$ cat config.mk
export PLATFORM = sky130hd
export DESIGN_NAME = refresh_cmd_sched
export DESIGN_NICKNAME = d
export VERILOG_FILES = /design/src/rtl/refsched_pkg.sv /design/src/rtl/refsched_pending.sv /design/src/rtl/refsched_lowpick.sv /design/src/rtl/refsched_oh2idx.sv /design/src/rtl/refresh_cmd_sched.sv
export SDC_FILE = /design/constraint.sdc
export NUM_CORES = 1
export LEC_CHECK = 0
export ABC_AREA = 1
export BUFFER_PORTS_ARGS = -buffer_cell sky130_fd_sc_hd__buf_2
export CORE_ASPECT_RATIO = 1.2
export CORE_UTILIZATION = 40
export CTS_BUF_LIST = sky130_fd_sc_hd__clkbuf_16
export CTS_CLUSTER_SIZE = 40
export DETAILED_ROUTE_END_ITERATION = 10
export PLACE_DENSITY = 0.63
export SYNTH_ARGS = -nofsm -noshare
export SYNTH_HDL_FRONTEND = slang
export SYNTH_SLANG_ARGS = --single-unit
$ cat constraint.sdc
create_clock -name clk -period 4.25 [get_ports clk]
set_input_delay 0.425 -clock clk [delete_from_list [all_inputs] [get_ports clk]]
set_output_delay 0.425 -clock clk [all_outputs]
set_load 0.1 [all_outputs]
$ cat src/rtl/refsched_pkg.sv
package refsched_pkg;
   typedef enum logic {
      REF_SINGLE = 1'b0,
      REF_MULTI  = 1'b1
   } ref_kind_e;
endpackage

$ cat src/rtl/refsched_pending.sv
// Per-bank pending refresh vector: requests set, grants clear, and a set wins.
module refsched_pending #(
   parameter int NUM_BANKS = 16
) (
   input  logic                 clk,
   input  logic                 rst_n,
   input  logic [NUM_BANKS-1:0] set_i,
   input  logic [NUM_BANKS-1:0] clr_i,
   output logic [NUM_BANKS-1:0] pend_q,
   output logic [NUM_BANKS-1:0] pend_nx
);
   for (genvar b = 0; b < NUM_BANKS; b++) begin : g_bank
      assign pend_nx[b] = (pend_q[b] & ~clr_i[b]) | set_i[b];
      always_ff @(posedge clk) begin
         if (!rst_n) pend_q[b] <= 1'b0;
         else        pend_q[b] <= pend_nx[b];
      end
   end
endmodule

$ cat src/rtl/refsched_lowpick.sv
// Peels the lowest set bits off a vector, one stage per selected bank.
module refsched_lowpick #(
   parameter int NUM_BANKS = 16,
   parameter int GROUP     = 4
) (
   input  logic [NUM_BANKS-1:0] vec_i,
   output logic [NUM_BANKS-1:0] first_oh_o,
   output logic [NUM_BANKS-1:0] group_o
);
   logic [NUM_BANKS-1:0] rem  [GROUP+1];
   logic [NUM_BANKS-1:0] low  [GROUP];
   logic [NUM_BANKS-1:0] acc  [GROUP+1];

   assign rem[0] = vec_i;
   assign acc[0] = '0;
   for (genvar k = 0; k < GROUP; k++) begin : g_stage
      assign low[k]   = rem[k] & (~rem[k] + 1'b1);
      assign rem[k+1] = rem[k] & ~low[k];
      assign acc[k+1] = acc[k] | low[k];
   end
   assign first_oh_o = low[0];
   assign group_o    = acc[GROUP];
endmodule

$ cat src/rtl/refsched_oh2idx.sv
// One-hot to binary index; an all-zero input gives index 0.
module refsched_oh2idx #(
   parameter int NUM_BANKS = 16,
   parameter int IDX_W     = 4
) (
   input  logic [NUM_BANKS-1:0] oh_i,
   output logic [IDX_W-1:0]     idx_o
);
   always_comb begin
      idx_o = '0;
      for (int i = 0; i < NUM_BANKS; i++)
         if (oh_i[i]) idx_o = idx_o | IDX_W'(i);
   end
endmodule

$ cat src/rtl/refresh_cmd_sched.sv
module refresh_cmd_sched
   import refsched_pkg::*;
#(
   parameter int NUM_BANKS = 16,
   parameter int MAX_GROUP = 4,
   parameter int ADDR_W    = 16,
   localparam int BA_W     = (NUM_BANKS > 1) ? $clog2(NUM_BANKS) : 1
) (
   input  logic                 clk,
   input  logic                 rst_n,
   input  logic                 mode_multi,
   input  logic [NUM_BANKS-1:0] req,
   input  logic                 grant,
   output logic                 cmd_valid,
   output logic                 cmd_multi,
   output logic [BA_W-1:0]      cmd_ba,
   output logic [ADDR_W-1:0]    cmd_addr
);
   if (ADDR_W < NUM_BANKS) begin : g_bad_addr
      $error("refresh_cmd_sched: ADDR_W must cover one bit per bank");
   end
   if (MAX_GROUP < 1 || MAX_GROUP > NUM_BANKS) begin : g_bad_group
      $error("refresh_cmd_sched: MAX_GROUP out of range");
   end

   logic                 valid_q;
   ref_kind_e            kind_q;
   logic [BA_W-1:0]      ba_q;
   logic [ADDR_W-1:0]    addr_q;

   logic [NUM_BANKS-1:0] covered, clr, pend_q, pend_nx;
   logic [NUM_BANKS-1:0] first_oh, group_mask;
   logic [BA_W-1:0]      first_idx;
   logic                 load, any_pend;

   // Banks retired by the command currently on the outputs.
   always_comb begin
      if (kind_q == REF_MULTI) covered = addr_q[NUM_BANKS-1:0];
      else                     covered = NUM_BANKS'(1) << ba_q;
   end
   assign clr  = (valid_q && grant) ? covered : '0;
   assign load = !valid_q || grant;

   refsched_pending #(.NUM_BANKS(NUM_BANKS)) u_pend (
      .clk    (clk),
      .rst_n  (rst_n),
      .set_i  (req),
      .clr_i  (clr),
      .pend_q (pend_q),
      .pend_nx(pend_nx)
   );

   refsched_lowpick #(.NUM_BANKS(NUM_BANKS), .GROUP(MAX_GROUP)) u_pick (
      .vec_i     (pend_nx),
      .first_oh_o(first_oh),
      .group_o   (group_mask)
   );

   refsched_oh2idx #(.NUM_BANKS(NUM_BANKS), .IDX_W(BA_W)) u_idx (
      .oh_i (first_oh),
      .idx_o(first_idx)
   );

   assign any_pend = |pend_nx;

   always_ff @(posedge clk) begin
      if (!rst_n) begin
         valid_q <= 1'b0;
         kind_q  <= REF_SINGLE;
         ba_q    <= '0;
         addr_q  <= '0;
      end else if (load) begin
         valid_q <= any_pend;
         if (any_pend && mode_multi) begin
            kind_q <= REF_MULTI;
            ba_q   <= '0;
            addr_q <= ADDR_W'(group_mask);
         end else if (any_pend) begin
            kind_q <= REF_SINGLE;
            ba_q   <= first_idx;
            addr_q <= '0;
         end else begin
            kind_q <= REF_SINGLE;
            ba_q   <= '0;
            addr_q <= '0;
         end
      end
   end

   assign cmd_valid = valid_q;
   assign cmd_multi = (kind_q == REF_MULTI);
   assign cmd_ba    = ba_q;
   assign cmd_addr  = addr_q;
endmodule

==> run metrics <==
max_cap viols 0; clk_lat worst skew ~0.28 ns; vias in the first global route ~2400; clock power share 37.9%; pin count of the biggest net entering global routing 21; min Tclk post-route 2.958 ns; Total GRT Usage between 20% and 30%; clock skew ~0.0053 ns; Final Slew Violations 0; Yosys top cell area share 30.26%; die area roughly 0.0066 mm^2; final hold vios 0; Final Cycle Share 69.61%; Clock Sinks 38; Lkg Pwr 1.448 nW; Post-Syn Nets 420; EDFF count, synth 0; vias after detailed routing ~2600; Place WS roughly 1.2 ns; Initial Util roughly 42%; DRT iter0 DRCs between 150 and 200; cell area power density about 310 mW/mm^2; CP required about 4.5 ns; FP Rows 31; Setup TNS 0 ns; GRT overflow 0; H-tree Lvls 2; Nets ~460; Syn. warnings 0; WL final roughly 7000 um; share of layout cells above drive strength 1 between 20 and 25%; synthesized cell area approximately 0.0025 mm^2; Setup CP Type reg -> reg; core footprint between 0.006 and 0.007 mm^2; routed vias/inst between 4 and 5; worst-path maximum fanout 15; Routed wire per std cell roughly 13 um; Setup crit start kind register; initial antenna violation count 0; post-route cell area between 0.002 and 0.003 mm^2; Max Freq ~340 MHz; TritonCTS buffer count 5; M2 GR Usage 37.92%; drt pass-1 iters 4; VDD IR max ~0.00016 V; Synth Flop Type dfxtp_1; cells after synthesis 400; post-CTS setup buffers 0; Syn Area/Cell roughly 6.3 um^2; Top Usage Layer GRT met2; switching power ~300 uW; combinational power share between 20 and 25%; # IOs 42; met1 usage in global routing around 31%; # resized after CTS 0; Async SR Flop Fraction 0%; Setup Viol. Count Final 0; leading area contributor after synthesis dfxtp_1; Final WS setup approximately 1.3 ns; Area Growth Syn to Fin 16.43%; input/output buffers 41; post-route ant nets 0; outcome completed; Ant. Diodes 0; CTS tree done; internal power approximately 630 uW; Clock Tree Buf Depth 2; ranking of synthesized cells by area dfxtp_1 30%, nand2_1 16%, nor2_1 8.4%; Critical Path End Type register; Die H around 90 um; Post-DP Area 0.002794 mm^2; Worst Tran Pin Value approximately 0.67 ns; GPL Wtd Cong 0.8883; Synth cell types 33; Die W 74.37 um; max-slew headroom at the worst pin a little under three fifths; DR DRC count 0; M3 GR Usage between 2 and 3%; RSZ-0062 raised after global routing false; worst path arrival time roughly 3.2 ns; sequential element share of the synthesized area a little under a third; Worst-path clk slew 0.06 ns; Post-CTS Hold Buffers 0; first-pass GRT wire length approximately 11000 um; CTS Root Cell clkbuf_16; Switching Fraction 31.63%; Hold Path Class in -> reg; #FFs+latches synth 38; HPWL after DPL 5578 um; Flop pwr share a little over two fifths
-- layout by cell type, fill, tap and decap left out, drive strengths merged --
cell type	synthesis	final
a21o	1	1
nor3	2	2
dfxtp	38	38
clkbuf	5	5
nand4	6	6
a32oi	1	1
o41ai	2	2
nor2	69	69
o32ai	1	1
inv	59	61
a21oi	12	12
o21bai	3	3
a211oi	1	1
nand2	125	125
o31ai	1	1
o22ai	4	4
nand3	34	34
buf	2	42
a32o	4	4
o21ai	30	30
-- synthesized netlist by cell type, types with 3 or more instances --
master and count:
dfxtp_1 38, o21ai_1 7, inv_2 11, nor2_1 56, o21ai_0 21, nand2_2 14, nor2_2 7, nand2_4 3
a32o_1 4, nand3_1 30, o22ai_1 4, nand2_1 108, nand4_1 6, a21oi_2 3, nor2_4 4, a21oi_1 9
clkbuf_1 5, inv_1 48
-- worst paths after layout --
check                                  from                            to  slack (ns)  depth (start not counted)
hold / removal                      req[13]  u_pend.pend_q[13]$_SDFF_PN0_        0.40                          3
setup reg to reg     cmd_multi$_SDFFE_PN0P_     cmd_addr[14]$_SDFFE_PN0P_        1.29                         21
hold reg to reg   cmd_addr[15]$_SDFFE_PN0P_     cmd_addr[15]$_SDFFE_PN0P_        0.49                          2
setup / recovery     cmd_multi$_SDFFE_PN0P_     cmd_addr[14]$_SDFFE_PN0P_        1.29                         21
-- kinds of logic after synthesis --
kind of cell,after synthesis,synth area share [%]
AND/OR/NAND/NOR,236,44.50
flip-flops,38,30.26
buffers and inverters,66,10.20
AO/OA/AOI/OAI,60,15.03
-- metrics by stage --
step                hold slack [ns]  cells  util [%]  total power, mW
global route                 0.4172    524     48.37           0.9631
detailed placement           0.4824    517     46.17           0.5788
global placement             0.4824    517     46.17           0.5785
finish                       0.3988    524     48.37           0.9215
CTS                          0.3972    524     48.37           0.9246
floorplan                    0.4637    400         -           0.5380
-- layout make-up --
type,count,area [um^2]
clock buffer,5,125.1
clock inverter,2,7.507
sequential,38,760.7
multi-input combinational,296,1496
fill,667,3124
inverter,59,221.5
timing repair buffer,42,212.7
tap,82,102.6
-- critical path, cell delays in order (launching register included) --
cell and delay (ns):
dfxtp_1 0.49, nor2_4 0.23, nand3_1 0.11, nand2_1 0.07, nand2_1 0.06, nand2_1 0.09, nand2_2 0.10, nor2_8 0.20
nand2_2 0.10, nand2_2 0.11, nand2_1 0.06, nor2_1 0.16, nand3_1 0.09, nand2_1 0.11, nand2_1 0.11, o21bai_1 0.30
nand2_1 0.12, nor2_1 0.14, nand3_1 0.08, nand2_1 0.06, nand2_1 0.05, nand2_1 0.07
-- per-layer routing --
| metal | share of wire (%) | vias up |
|---|---|---|
| met5 | 0 | - |
| met4 | 1.4 | 0 |
| met3 | 4.1 | 11 |
| met2 | 48 | 77 |
| met1 | 47 | 1170 |
| li1 | - | 1356 |
-- flip-flops by register name (all words and copies together), names as in the netlist --
register       count
cmd_addr          16
u_pend.pend_q     16
cmd_ba             4
cmd_multi          1
cmd_valid          1
-- power by group through the flow --
stage	sequential (mW)	combinational (mW)	clock (mW)
6_report	0.384	0.188	0.350
5_1_grt	0.386	0.206	0.370
4_1_cts	0.384	0.188	0.353
3_5_place_dp	0.392	0.187	0
3_3_place_gp	0.392	0.187	0
2_1_floorplan	0.429	0.109	0
Power figures use the tool's default switching activity.
